==> src/rtl/dma_rf_pkg.sv <==
package dma_rf_pkg;

    localparam int NCH = 4;   // channels reached by a 4-bit index
    localparam int BW  = 16;  // base register width

    typedef enum logic [3:0] {
        PORT_CMD   = 4'h8,
        PORT_REQ   = 4'h9,
        PORT_MSK1  = 4'hA,
        PORT_MODE  = 4'hB,
        PORT_FFCLR = 4'hC,
        PORT_MRST  = 4'hD,
        PORT_MCLR  = 4'hE,
        PORT_MALL  = 4'hF
    } ctl_port_e;

    typedef struct packed {
        logic [1:0] xfer_mode;
        logic       down;
        logic       auto_init;
        logic [1:0] op;
        logic [1:0] sel;
    } mode_t;

    typedef struct packed {
        logic       chan_acc;
        logic [1:0] chan;
        logic       is_cnt;
        logic [3:0] idx;
    } port_dec_t;

    localparam logic [7:0] CMD_SUPPORTED = 8'h04;

    function automatic logic cmd_accept(input logic [7:0] d);
        return (d & ~CMD_SUPPORTED) == 8'h00;
    endfunction

    function automatic logic [7:0] pick_byte(input logic [BW-1:0] v, input logic hi);
        return hi ? v[15:8] : v[7:0];
    endfunction

endpackage

==> src/rtl/dma_port_decode.sv <==
module dma_port_decode
    import dma_rf_pkg::*;
#(
    parameter int ADDR_W = 8,
    parameter int WSHIFT = 0
) (
    input  logic [ADDR_W-1:0] addr,
    output port_dec_t         dec
);
    logic [3:0] idx;
    logic       unused_addr;

    assign idx         = addr[WSHIFT +: 4];
    assign unused_addr = ^addr;

    always_comb begin
        dec.idx      = idx;
        dec.chan_acc = ~idx[3];
        dec.chan     = idx[2:1];
        dec.is_cnt   = idx[0];
    end
endmodule

==> src/rtl/dma_chan_regs.sv <==
module dma_chan_regs
    import dma_rf_pkg::*;
#(
    parameter int WSHIFT = 0,
    parameter int CUR_W  = BW + WSHIFT
) (
    input  logic             clk,
    input  logic             rst,
    input  logic             wr_addr,
    input  logic             wr_cnt,
    input  logic             hi,
    input  logic [7:0]       wdata,
    input  logic             mode_we,
    input  mode_t            mode_in,
    input  logic             adv,
    output logic [CUR_W-1:0] cur_addr,
    output logic [CUR_W-1:0] cur_cnt,
    output mode_t            mode_o,
    output logic [CUR_W-1:0] addr_view,
    output logic [CUR_W-1:0] cnt_view
);
    localparam logic [CUR_W-1:0] STEP = CUR_W'(1) << WSHIFT;

    logic [BW-1:0] base_a, base_c, base_a_nx, base_c_nx;
    logic          reload;
    mode_t         mode_q;

    always_comb begin
        base_a_nx = base_a;
        base_c_nx = base_c;
        if (wr_addr) begin
            if (hi) base_a_nx[15:8] = wdata;
            else    base_a_nx[7:0]  = wdata;
        end
        if (wr_cnt) begin
            if (hi) base_c_nx[15:8] = wdata;
            else    base_c_nx[7:0]  = wdata;
        end
    end

    assign reload = (wr_addr | wr_cnt) & hi;

    always_ff @(posedge clk) begin
        if (rst) begin
            base_a   <= '0;
            base_c   <= '0;
            cur_addr <= '0;
            cur_cnt  <= '0;
            mode_q   <= '0;
        end else begin
            base_a <= base_a_nx;
            base_c <= base_c_nx;
            if (reload) begin
                cur_addr <= CUR_W'(base_a_nx) << WSHIFT;
                cur_cnt  <= '0;
            end else if (adv) begin
                cur_cnt <= cur_cnt + STEP;
            end
            if (mode_we) mode_q <= mode_in;
        end
    end

    assign mode_o    = mode_q;
    assign addr_view = mode_q.down ? (cur_addr - cur_cnt) : (cur_addr + cur_cnt);
    assign cnt_view  = (CUR_W'(base_c) << WSHIFT) - cur_cnt;

    AST_RELOAD_ON_HIGH: assert property (@(posedge clk) disable iff (rst)
        reload |=> (cur_cnt == '0) && (cur_addr == (CUR_W'(base_a) << WSHIFT)));
    AST_LOW_KEEPS_CUR: assert property (@(posedge clk) disable iff (rst)
        ((wr_addr | wr_cnt) && !hi && !adv) |=> ($stable(cur_addr) && $stable(cur_cnt)));
    AST_ADV_STEP: assert property (@(posedge clk) disable iff (rst)
        (adv && !(wr_addr | wr_cnt)) |=> (cur_cnt == $past(cur_cnt) + STEP));
endmodule

==> src/rtl/dma_readback.sv <==
module dma_readback
    import dma_rf_pkg::*;
#(
    parameter int WSHIFT = 0,
    parameter int CUR_W  = BW + WSHIFT
) (
    input  port_dec_t                  dec,
    input  logic                       ff,
    input  logic [NCH-1:0][CUR_W-1:0]  addr_views,
    input  logic [NCH-1:0][CUR_W-1:0]  cnt_views,
    input  logic [7:0]                 status,
    input  logic [NCH-1:0]             mask,
    output logic [7:0]                 rb
);
    logic [CUR_W-1:0] sel;

    always_comb begin
        sel = dec.is_cnt ? cnt_views[dec.chan] : addr_views[dec.chan];
        rb  = 8'h00;
        if (dec.chan_acc) begin
            rb = pick_byte(sel[WSHIFT +: BW], ff);
        end else begin
            case (dec.idx)
                PORT_CMD: rb = status;
                PORT_MALL: rb = {4'h0, mask};
                default:  rb = 8'h00;
            endcase
        end
    end
endmodule

==> src/rtl/dma_regfile.sv <==
module dma_regfile
    import dma_rf_pkg::*;
#(
    parameter int ADDR_W = 8,
    parameter int WSHIFT = 0
) (
    input  logic                     clk,
    input  logic                     rst,
    input  logic                     wr_en,
    input  logic                     rd_en,
    input  logic [ADDR_W-1:0]        addr,
    input  logic [7:0]               wdata,
    output logic [7:0]               rdata,
    input  logic [3:0]               adv_chan,
    input  logic [3:0]               tc_in,
    output logic [4*(BW+WSHIFT)-1:0] cur_addr_o,
    output logic [4*(BW+WSHIFT)-1:0] cur_cnt_o,
    output logic [31:0]              mode_o,
    output logic [3:0]               mask_o,
    output logic [3:0]               req_o,
    output logic                     ctrl_off_o
);
    localparam int CUR_W = BW + WSHIFT;

    port_dec_t dec;
    logic      ff_q, ff_nx;
    logic      cmd_off_q, cmd_off_nx;
    logic [7:0] status_q, status_nx;
    logic [NCH-1:0] mask_q, mask_nx;
    logic [7:0] rdata_q, rb_byte;

    logic ctl_wr, chan_any;
    logic w_cmd, w_req, w_msk1, w_mode, w_ffclr, w_mrst, w_mclr, w_mall;

    logic [NCH-1:0][CUR_W-1:0] addr_views, cnt_views;
    mode_t mode_arr [NCH];
    mode_t mode_in;

    dma_port_decode #(.ADDR_W(ADDR_W), .WSHIFT(WSHIFT)) u_dec (
        .addr (addr),
        .dec  (dec)
    );

    assign ctl_wr   = wr_en & ~dec.chan_acc;
    assign chan_any = (wr_en | rd_en) & dec.chan_acc;
    assign w_cmd    = ctl_wr && (dec.idx == PORT_CMD);
    assign w_req    = ctl_wr && (dec.idx == PORT_REQ);
    assign w_msk1   = ctl_wr && (dec.idx == PORT_MSK1);
    assign w_mode   = ctl_wr && (dec.idx == PORT_MODE);
    assign w_ffclr  = ctl_wr && (dec.idx == PORT_FFCLR);
    assign w_mrst   = ctl_wr && (dec.idx == PORT_MRST);
    assign w_mclr   = ctl_wr && (dec.idx == PORT_MCLR);
    assign w_mall   = ctl_wr && (dec.idx == PORT_MALL);
    assign mode_in  = mode_t'(wdata);

    for (genvar ch = 0; ch < NCH; ch++) begin : g_chan
        logic wa, wc, mwe;
        assign wa  = wr_en & dec.chan_acc & (dec.chan == 2'(ch)) & ~dec.is_cnt;
        assign wc  = wr_en & dec.chan_acc & (dec.chan == 2'(ch)) &  dec.is_cnt;
        assign mwe = w_mode & (wdata[1:0] == 2'(ch));

        dma_chan_regs #(.WSHIFT(WSHIFT), .CUR_W(CUR_W)) u_chan (
            .clk       (clk),
            .rst       (rst),
            .wr_addr   (wa),
            .wr_cnt    (wc),
            .hi        (ff_q),
            .wdata     (wdata),
            .mode_we   (mwe),
            .mode_in   (mode_in),
            .adv       (adv_chan[ch]),
            .cur_addr  (cur_addr_o[ch*CUR_W +: CUR_W]),
            .cur_cnt   (cur_cnt_o[ch*CUR_W +: CUR_W]),
            .mode_o    (mode_arr[ch]),
            .addr_view (addr_views[ch]),
            .cnt_view  (cnt_views[ch])
        );
        assign mode_o[ch*8 +: 8] = mode_arr[ch];
    end

    dma_readback #(.WSHIFT(WSHIFT), .CUR_W(CUR_W)) u_rb (
        .dec        (dec),
        .ff         (ff_q),
        .addr_views (addr_views),
        .cnt_views  (cnt_views),
        .status     (status_q),
        .mask       (mask_q),
        .rb         (rb_byte)
    );

    always_comb begin
        status_nx = status_q | {4'h0, tc_in};
        if (w_req) begin
            if (wdata[2]) begin
                status_nx[{1'b1, wdata[1:0]}] = 1'b1;
            end else begin
                status_nx[{1'b1, wdata[1:0]}] = 1'b0;
                status_nx[{1'b0, wdata[1:0]}] = 1'b0;
            end
        end
        mask_nx = mask_q;
        if (w_msk1) mask_nx[wdata[1:0]] = wdata[2];
        if (w_mclr) mask_nx = '0;
        if (w_mall) mask_nx = wdata[3:0];
        cmd_off_nx = cmd_off_q;
        if (w_cmd && cmd_accept(wdata)) cmd_off_nx = wdata[2];
        ff_nx = chan_any ? ~ff_q : ff_q;
        if (w_ffclr) ff_nx = 1'b0;
        if (w_mrst) begin
            cmd_off_nx = 1'b0;
            status_nx  = '0;
            ff_nx      = 1'b0;
            mask_nx    = '1;
        end
    end

    always_ff @(posedge clk) begin
        if (rst) begin
            ff_q      <= 1'b0;
            cmd_off_q <= 1'b0;
            status_q  <= '0;
            mask_q    <= '1;
            rdata_q   <= '0;
        end else begin
            ff_q      <= ff_nx;
            cmd_off_q <= cmd_off_nx;
            status_q  <= status_nx;
            mask_q    <= mask_nx;
            if (rd_en) rdata_q <= rb_byte;
        end
    end

    assign rdata      = rdata_q;
    assign mask_o     = mask_q;
    assign req_o      = status_q[7:4];
    assign ctrl_off_o = cmd_off_q;

    AST_MRST_STATE: assert property (@(posedge clk) disable iff (rst)
        w_mrst |=> (mask_q == 4'hF) && (status_q == 8'h00) && !cmd_off_q && !ff_q);
    AST_FF_TOGGLE: assert property (@(posedge clk) disable iff (rst)
        chan_any |=> (ff_q != $past(ff_q)));
    AST_FF_CLEAR: assert property (@(posedge clk) disable iff (rst)
        w_ffclr |=> !ff_q);
    AST_CMD_REJECT: assert property (@(posedge clk) disable iff (rst)
        (w_cmd && !cmd_accept(wdata)) |=> $stable(cmd_off_q));
    AST_MASK_CLEAR: assert property (@(posedge clk) disable iff (rst)
        w_mclr |=> (mask_q == 4'h0));
    AST_REQ_SET: assert property (@(posedge clk) disable iff (rst)
        (w_req && wdata[2]) |=> req_o[$past(wdata[1:0])]);
endmodule

==> config.mk <==
export PLATFORM = sky130hd
export DESIGN_NAME = dma_regfile
export DESIGN_NICKNAME = d
export VERILOG_FILES = /design/src/rtl/dma_rf_pkg.sv /design/src/rtl/dma_port_decode.sv /design/src/rtl/dma_chan_regs.sv /design/src/rtl/dma_readback.sv /design/src/rtl/dma_regfile.sv
export SDC_FILE = /design/constraint.sdc
export NUM_CORES = 1
export LEC_CHECK = 0
export BUFFER_PORTS_ARGS = -buffer_cell sky130_fd_sc_hd__buf_4
export CORE_ASPECT_RATIO = 2
export CORE_UTILIZATION = 60
export CTS_CLUSTER_DIAMETER = 120
export DETAILED_ROUTE_END_ITERATION = 10
export MAX_ROUTING_LAYER = met4
export PLACE_DENSITY = 0.85
export SLEW_MARGIN = 20
export SYNTH_ARGS = -nofsm -noshare
export SYNTH_HDL_FRONTEND = slang
export SYNTH_SLANG_ARGS = --single-unit
==> constraint.sdc <==
create_clock -name clk -period 4.25 [get_ports clk]
set_input_delay 0.85 -clock clk [delete_from_list [all_inputs] [get_ports clk]]
set_output_delay 0.85 -clock clk [all_outputs]
set_load 0.005 [all_outputs]
==> impl_metrics.json, run 1 <==
{
  "status": "completed",
  "first_global_vias": 18790,
  "total_power_mw": 7.511,
  "hpwlAfterDp_mm": 54.34,
  "drv_slew": 0,
  "multi_input_area_um2": 12250,
  "vdd_drop_max_mv": 0.4252,
  "critPathCapture": "rdata[3]",
  "clockBufferDepth": 3,
  "synth_edf_count": 0,
  "fillers": 2680,
  "met3_usage": 0.09218,
  "slowest_stage": "or4_1",
  "synth_top_cell_by_area": "dfxtp_1",
  "critPathArrivalTime_ns": 4.48,
  "min_path_type": "register to register",
  "p_clk_frac": 0.342,
  "syn_inst": 2340,
  "root_buffer": "clkbuf_16",
  "insertion_delay_ns": 0.59,
  "ys_seq_area_frac": 0.3208,
  "crit_path_end_kind": "register",
  "finalWorstPathRequiredPeriod_ns": 3.960,
  "ff2ff_path_depth": 16,
  "ys.flop_type": "dfxtp_1",
  "yosys_warnings": 0,
  "async_flop_share": 0,
  "routed_wl_mm": 72.11,
  "crit_fanout": 4,
  "setup-violations-final": 0,
  "cts-resized-gates": 0,
  "port_buffers": 200,
  "dieArea_um2": 33010,
  "vias_per_cell": 6.497,
  "hold_violations": 0,
  "first_pass_iters": 6,
  "crit_type": "register to register",
  "grt_pass1_wl_mm": 108.3,
  "ctsHoldBuffers": 0,
  "cts_tree": "yes",
  "core-area_um2": 31660,
  "route.detailed.drc": 0,
  "rsz0062_at_grt": "no",
  "grt_max_degree": 79,
  "ios": 205,
  "rows": 92,
  "p_seq_frac": 0.397,
  "crit_start": "g_chan[0].u_chan.cur_cnt[1]",
  "grt_remaining_overflow": 0,
  "synth_area_per_cell_um2": 8.266,
  "syn_nets": 2504,
  "cellPowerDensity_nw_per_um2": 338.6,
  "p_int_mw": 5.056,
  "synthToLayoutAreaGrowth_pct": 14.68,
  "cpPeakStageDelay_ns": 0.42,
  "grt_use_met2": 0.7517,
  "utilization": 0.7008,
  "gp_congestion": 1.019,
  "fin_skew_ns": 0.01268,
  "synth_top_area_frac": 0.3208,
  "layout.nets": 2661,
  "grtUsageTotal": 0.4508,
  "r2r-end": "rdata[3]",
  "start_util": 0.6111,
  "die_w_um": 129.0,
  "worst_pin_slew_ns": 1.023,
  "sequential_cell_area_um2": 6206,
  "ys_seq_elements": 310,
  "grtUsageMet1": 0.4188,
  "synth_area_um2": 19340,
  "fp.dieH_um": 255.9,
  "layout_commonest_cell": "dfxtp_1",
  "path_clk_slew_ns": 0.07,
  "drv_cap": 0,
  "leakage_nw": 9.249,
  "finalSetupTns_ns": 0,
  "synth_cell_types": 84,
  "p_switching_mw": 2.455,
  "numCtsBuffers": 28,
  "top_usage_layer": "met2",
  "wire_per_inst_um": 24.53,
  "switching_share": 0.3268,
  "critPathLaunchType": "register",
  "cts.sink_count": 310,
  "required_ns": 4.77,
  "r2r-start": "g_chan[0].u_chan.cur_cnt[1]",
  "drtAntennaViolNets": 0,
  "final_cell_mix": "310 x dfxtp_1, 303 x nor2_1, 254 x buf_4",
  "period_share": 0.9317,
  "cts_max_level": 1,
  "grt_antenna_before_repair": 0,
  "drt_first_iter_violations": 1362,
  "combPwrFrac": 0.261,
  "drive_gt1_frac": 0.1380,
  "slew_headroom": 0.3153,
  "rrSetupSlack_ns": 0.29,
  "fmax_ghz": 0.2525,
  "crit_top_cell": "ha_1",
  "vias": 19100,
  "synthTopCellsByArea": "dfxtp_1 32%, ha_1 8.3%, xnor2_1 7.4%",
  "crit_chain": "inv_1, ha_1, nand3_1, or4_1, nor2b_1, xnor2_2, ha_1, and2_1, a221o_1, a32oi_1, o211ai_1, xor2_1, o21ai_0, a211oi_1, o311ai_1, a21oi_1",
  "post_cts_buffers": 0
}
-- Yosys cell counts, types with 37 or more instances --
master / n
xor2_1: 37
dfxtp_1: 310
inv_1: 99
a21oi_1: 165
o21ai_0: 47
clkbuf_1: 103
nand3_1: 115
mux2i_1: 80
xnor2_1: 163
nor3_1: 59
nand2_1: 176
ha_1: 128
nor2_1: 306
o22a_1: 66
-- worst max-delay path, delay by kind of cell, from the launching register on --
family | cells | cell delay (ns)
fa+ha+maj | 2 | 0.54
simple gates | 4 | 0.90
compound gates | 7 | 1.57
xor+xnor | 2 | 0.46
flops | 1 | 0.31
buf+inv | 1 | 0.10
-- power groups by stage --
stage	sequential, mW	clock [mW]	combinational, mW
floorplan	3.04	0	1.23
global placement	3.04	0	1.85
global route	2.98	2.68	2.06
finish	2.98	2.57	1.96
detailed placement	3.05	0	1.87
CTS	2.98	2.58	1.88
-- cells by family (layout without fill, tap and decap cells) --
family | count (synthesis) | in the layout | synth area share
compound gates | 542 | 542 | 0.1915
xor+xnor | 201 | 201 | 0.09140
fa+ha+maj | 136 | 136 | 0.09107
buf+inv | 230 | 404 | 0.04728
flops | 310 | 310 | 0.3208
mux | 94 | 94 | 0.05770
other cells | 0 | 2 | 0
simple gates | 827 | 827 | 0.2002
-- sequential cells by signal, summed over array words and instances (netlist names) --
name,count
ctrl_off_o,1
ff_q,1
g_chan.u_chan.base_a,64
g_chan.u_chan.base_c,64
g_chan.u_chan.cur_addr,64
g_chan.u_chan.cur_cnt,64
g_chan.u_chan.mode_o,32
mask_o,4
rdata,8
status_q,8
-- metrics by stage --
step	hold WS (ns)	setup WS, ns	std cells	cell area (µm²)
after floorplan	0.4363	0.7025	2340	19340
after global placement	0.4435	0.3367	2890	21260
after detailed placement	0.4514	0.2882	2890	21260
after CTS	0.4609	0.2742	2937	22160
after global routing	0.4774	0.008375	2937	22180
final	0.4615	0.2902	2939	22180
-- metal layers --
metal	routed length, µm	vias up	part of all wire
li1	-	8689	-
met1	22870	9017	0.32
met2	35300	930	0.49
met3	5230	459	0.073
met4	8702	0	0.12
met5	0	-	0
-- how the worst min path moves through the flow --
stage	from	end	depth (start not counted)
after floorplan	g_chan[0].u_chan.base_c[0]	g_chan[0].u_chan.base_c[0]	2
after global placement	g_chan[1].u_chan.base_c[0]	g_chan[1].u_chan.base_c[0]	2
after detailed placement	g_chan[3].u_chan.base_c[13]	g_chan[3].u_chan.base_c[13]	2
after CTS	g_chan[3].u_chan.base_c[13]	g_chan[3].u_chan.base_c[13]	2
after global routing	g_chan[1].u_chan.base_c[12]	g_chan[1].u_chan.base_c[12]	2
final	g_chan[1].u_chan.base_c[12]	g_chan[1].u_chan.base_c[12]	2
-- area by class of cell --
type / instances / area share
diodes: 2 / 0.0002256
clock inverters: 13 / 0.005527
repair buffers: 255 / 0.08646
clock buffers: 34 / 0.03491
inverters: 102 / 0.01726
well taps: 423 / 0.02386
multi-input cells: 1800 / 0.5520
flip-flops and latches: 310 / 0.2798
No activity file was read; power rests on OpenSTA's default activity.
==> inputs of run 2 (changes only) <==
--- a/config.mk
+++ b/config.mk
@@ -6,12 +6,13 @@
 export NUM_CORES = 1
 export LEC_CHECK = 0
 export BUFFER_PORTS_ARGS = -buffer_cell sky130_fd_sc_hd__buf_4
+export CAP_MARGIN = 20
 export CORE_ASPECT_RATIO = 2
-export CORE_UTILIZATION = 60
+export CORE_UTILIZATION = 46
 export CTS_CLUSTER_DIAMETER = 120
 export DETAILED_ROUTE_END_ITERATION = 10
 export MAX_ROUTING_LAYER = met4
-export PLACE_DENSITY = 0.85
+export PLACE_DENSITY = 0.69
 export SLEW_MARGIN = 20
 export SYNTH_ARGS = -nofsm -noshare
 export SYNTH_HDL_FRONTEND = slang
==> impl_metrics.json, run 2 (synthesis gave the netlist of run 1 again) <==
{
  "core-area_um2": 41250,
  "worst_pin_slew_ns": 1.110,
  "required_ns": 4.77,
  "routed_wl_mm": 73.97,
  "utilization": 0.5447,
  "final_cell_mix": "310 x dfxtp_1, 304 x nor2_1, 252 x buf_4",
  "start_util": 0.4689,
  "cellPowerDensity_nw_per_um2": 351.2,
  "grt_antenna_before_repair": 2,
  "wire_per_inst_um": 24.21,
  "top_usage_layer": "met2",
  "hold_slack_ns": 0.4591,
  "period_share": 0.9195,
  "layout_commonest_cell": "dfxtp_1",
  "ios": 205,
  "root_buffer": "clkbuf_16",
  "vdd_drop_max_mv": 0.3799,
  "finalSetupTns_ns": 0,
  "critPathLaunchType": "register",
  "vias": 18570,
  "vias_per_cell": 6.077,
  "crit_type": "register to register",
  "min_path_type": "register to register",
  "crit_path_end_kind": "register",
  "insertion_delay_ns": 0.60,
  "grtUsageTotal": 0.3494,
  "layout.nets": 2661,
  "hpwlAfterDp_mm": 56.55,
  "synthToLayoutAreaGrowth_pct": 16.16,
  "status": "completed",
  "crit_fanout": 4,
  "finalWorstPathRequiredPeriod_ns": 3.908,
  "critPathArrivalTime_ns": 4.43,
  "clockBufferDepth": 3,
  "gp_congestion": 1.012,
  "die_w_um": 147,
  "grt_remaining_overflow": 0,
  "hold_violations": 0,
  "fillers": 3921,
  "path_clk_slew_ns": 0.08,
  "numCtsBuffers": 29,
  "first_global_vias": 18090,
  "cts_max_level": 1,
  "leakage_nw": 9.322,
  "met3_usage": 0.04953,
  "port_buffers": 200,
  "ctsHoldBuffers": 0,
  "rows": 105,
  "grt_max_degree": 83,
  "slew_headroom": 0.2570,
  "drv_slew": 0,
  "grt_use_met2": 0.6115,
  "dieArea_um2": 42920,
  "drtAntennaViolNets": 0,
  "drv_cap": 0,
  "setup-violations-final": 0,
  "fmax_ghz": 0.2559,
  "fp.dieH_um": 292.0,
  "drt_first_iter_violations": 1104,
  "grtUsageMet1": 0.3340,
  "first_pass_iters": 5,
  "fin_skew_ns": 0.02457,
  "route.detailed.drc": 0,
  "drive_gt1_frac": 0.1383,
  "cts_tree": "yes",
  "total_power_mw": 7.892,
  "grt_pass1_wl_mm": 109.5,
  "cts.sink_count": 310
}
## run 2: changes by cell type in the layout (fill, tap and decap cells not counted), moves of 2 or more
cell / previous run / this run
buf_4: 254 / 252
bufinv_16: 1 / 6
clkinvlp_4: 4 / 1
inv_6: 3 / 1
## run 2: metal layers
metal | share of wire | vias up
met2 | 0.50 | 745
met1 | 0.34 | 8824
met5 | 0 | -
met4 | 0.10 | 0
met3 | 0.051 | 301
li1 | - | 8695
## run 2: path summary, 6_finish.rpt
check | from | endpoint | slack [ns] | depth (start not counted)
worst max-delay path | g_chan[0].u_chan.cur_cnt[1] | rdata[7] | 0.34 | 16
worst min-delay path | g_chan[0].u_chan.base_c[0] | g_chan[0].u_chan.base_c[0] | 0.46 | 2
worst max register to register | g_chan[0].u_chan.cur_cnt[1] | rdata[7] | 0.34 | 16
worst min register to register | g_chan[0].u_chan.base_c[0] | g_chan[0].u_chan.base_c[0] | 0.46 | 2
## run 2: report_power, final
part / switching, mW / internal [mW] / total, mW / leakage, nW
Clock: 1.25 / 1.69 / 2.94 / 0.507
Combinational: 1.21 / 0.756 / 1.96 / 6.31
Sequential: 0.0453 / 2.94 / 2.99 / 2.50
Total: 2.51 / 5.39 / 7.89 / 9.32
## run 2: area by class of cell
| type | instances | area, µm² | share of cell area |
|---|---|---|---|
| flip-flops and latches | 310 | 6206 | 0.2762 |
| diodes | 3 | 7.507 | 0.0003341 |
| inverters | 102 | 382.9 | 0.01704 |
| clock inverters | 15 | 246.5 | 0.01097 |
| well taps | 535 | 669.4 | 0.02979 |
| clock buffers | 36 | 792.0 | 0.03525 |
| multi-input cells | 1800 | 12240 | 0.5448 |
| repair buffers | 254 | 1923 | 0.08559 |
## run 2: worst max-delay path: stages, from the launching register on
cell and delay [ns]:
dfxtp_1 0.31, inv_1 0.10, ha_1 0.20, nand3_1 0.11, or4_1 0.42, nor2b_1 0.17
xnor2_2 0.25, ha_1 0.32, and2_1 0.20, a221o_1 0.37, a32oi_1 0.22, o211ai_1 0.17
a41oi_1 0.27, xnor2_1 0.17, a22oi_1 0.22, nand3_1 0.11, a221oi_2 0.23
## run 2: what timing repair did
item | in CTS | in global routing
endpoints found under the setup margin | 0 | 2
resized for setup | 0 | 2
buffers inserted | 0 | 0
## run 2: metrics by stage
stage | cell area (µm²) | worst slack, ns | std cells
2_1_floorplan | 19340 | 0.7025 | 2340
3_3_place_gp | 21410 | 0.2847 | 3001
3_5_place_dp | 21410 | 0.2568 | 3001
4_1_cts | 22450 | 0.2218 | 3052
5_1_grt | 22470 | -0.03447 | 3054
6_report | 22470 | 0.3422 | 3055
==> inputs of run 3 (changes only) <==
--- a/config.mk
+++ b/config.mk
@@ -13,6 +13,7 @@
 export DETAILED_ROUTE_END_ITERATION = 10
 export MAX_ROUTING_LAYER = met4
 export PLACE_DENSITY = 0.69
+export RECOVER_POWER = 100
 export SLEW_MARGIN = 20
 export SYNTH_ARGS = -nofsm -noshare
 export SYNTH_HDL_FRONTEND = slang
==> impl_metrics.json, run 3 (synthesis gave the netlist of run 1 again) <==
{
  "gp_congestion": 1.012,
  "first_global_vias": 18090,
  "cellPowerDensity_nw_per_um2": 354.1,
  "hpwlAfterDp_mm": 56.55,
  "critPathLaunchType": "register",
  "layout_commonest_cell": "dfxtp_1",
  "dp_cells": 3001,
  "hold_violations": 0,
  "layout.nets": 2661,
  "dieArea_um2": 42920,
  "status": "finished, violations left",
  "worst_pin_slew_ns": 1.611,
  "setup-violations-final": 0,
  "cts.sink_count": 310,
  "slew_headroom": -0.07367,
  "rows": 105,
  "drv_slew": 26,
  "violations": "capacitance limit, slew limit",
  "clockBufferDepth": 3,
  "place_area_um2": 21410,
  "start_util": 0.4689,
  "drive_gt1_frac": 0.1112,
  "leakage_nw": 9.001,
  "wire_per_inst_um": 24.19,
  "finalWorstPathRequiredPeriod_ns": 3.929,
  "path_clk_slew_ns": 0.08,
  "stdcell_count": 3055,
  "die_w_um": 147,
  "required_ns": 4.77,
  "crit_fanout": 4,
  "crit_type": "register to register",
  "drt_first_iter_violations": 1037,
  "drtAntennaViolNets": 0,
  "numCtsBuffers": 29,
  "ios": 205,
  "fp.dieH_um": 292.0,
  "vias_per_cell": 6.101,
  "route.detailed.drc": 0,
  "grt_pass1_wl_mm": 109.5,
  "insertion_delay_ns": 0.60,
  "grt_remaining_overflow": 0,
  "vias": 18640,
  "critPathArrivalTime_ns": 4.45,
  "vdd_drop_max_mv": 0.3763,
  "final_cell_mix": "310 x dfxtp_1, 306 x nor2_1, 176 x nand2_1",
  "first_pass_iters": 5,
  "fin_skew_ns": 0.02260,
  "period_share": 0.9246,
  "port_buffers": 200,
  "root_buffer": "clkbuf_16",
  "utilization": 0.5389,
  "drv_cap": 1,
  "synthToLayoutAreaGrowth_pct": 14.92,
  "min_path_type": "register to register",
  "cts_tree": "yes",
  "grt_antenna_before_repair": 2,
  "fmax_ghz": 0.2545,
  "core-area_um2": 41250,
  "fin_area_um2": 22230,
  "grtUsageTotal": 0.3494,
  "crit_path_end_kind": "register",
  "grt_max_degree": 83,
  "routed_wl_mm": 73.91,
  "cts_max_level": 1
}
## run 3: layout make-up
cell class	instances	area (µm²)
Tap cell	535	669.4
Sequential cell	310	6206
Timing Repair Buffer	254	1708
Clock buffer	36	792.0
Multi-Input combinational cell	1800	12220
Clock inverter	15	246.5
Inverter	102	382.9
Fill cell	3990	19020
Antenna cell	3	7.507
## run 3: power breakdown
part / switching (mW) / internal (mW) / leakage (nW) / total [mW]
Sequential: 0.0447 / 2.94 / 2.50 / 2.99
Combinational: 1.21 / 0.744 / 5.99 / 1.95
Clock: 1.25 / 1.69 / 0.507 / 2.93
## run 3: metrics by stage
step	worst slack [ns]	total power, mW	hold slack [ns]	TNS, ns
after detailed placement	0.2568	4.958	0.4525	0
after floorplan	0.7025	4.276	0.4363	0
after CTS	0.2218	7.865	0.4619	0
after global routing	-0.03602	8.127	0.4785	-0.03602
final	0.3205	7.870	0.4602	0
after global placement	0.2847	4.938	0.4434	0
## run 3: timing repair
| item | CTS | global route |
|---|---|---|
| setup endpoints to repair | 0 | 2 |
| buffers inserted | 0 | 0 |
| gates resized for setup | 0 | 2 |
| hold buffers | 0 | 0 |
## run 3: final timing paths
| kind | start | endpoint | slack (ns) | depth (start not counted) |
|---|---|---|---|---|
| max | g_chan[0].u_chan.cur_cnt[1] | rdata[7] | 0.32 | 16 |
| min | g_chan[0].u_chan.base_c[0] | g_chan[0].u_chan.base_c[0] | 0.46 | 2 |
| max reg2reg | g_chan[0].u_chan.cur_cnt[1] | rdata[7] | 0.32 | 16 |
| min reg2reg | g_chan[0].u_chan.base_c[0] | g_chan[0].u_chan.base_c[0] | 0.46 | 2 |
## run 3: worst max-delay path: stages, from the launching register on
cell and delay (ns):
dfxtp_1 0.31, inv_1 0.10, ha_1 0.20, nand3_1 0.10
or4_1 0.42, nor2b_1 0.17, xnor2_2 0.26, ha_1 0.33
and2_0 0.20, a221o_1 0.38, a32oi_1 0.23, o211ai_1 0.16
a41oi_1 0.27, xnor2_1 0.17, a22oi_1 0.22, nand3_1 0.11
a221oi_2 0.23
## run 3: layer usage
metal  share of wire  up-vias  GRT usage
li1                -     8701          -
met1            0.34     8896     0.3340
met2            0.51      752     0.6115
met3           0.052      289    0.04953
met4            0.10        0     0.3012
met5               0        -          -
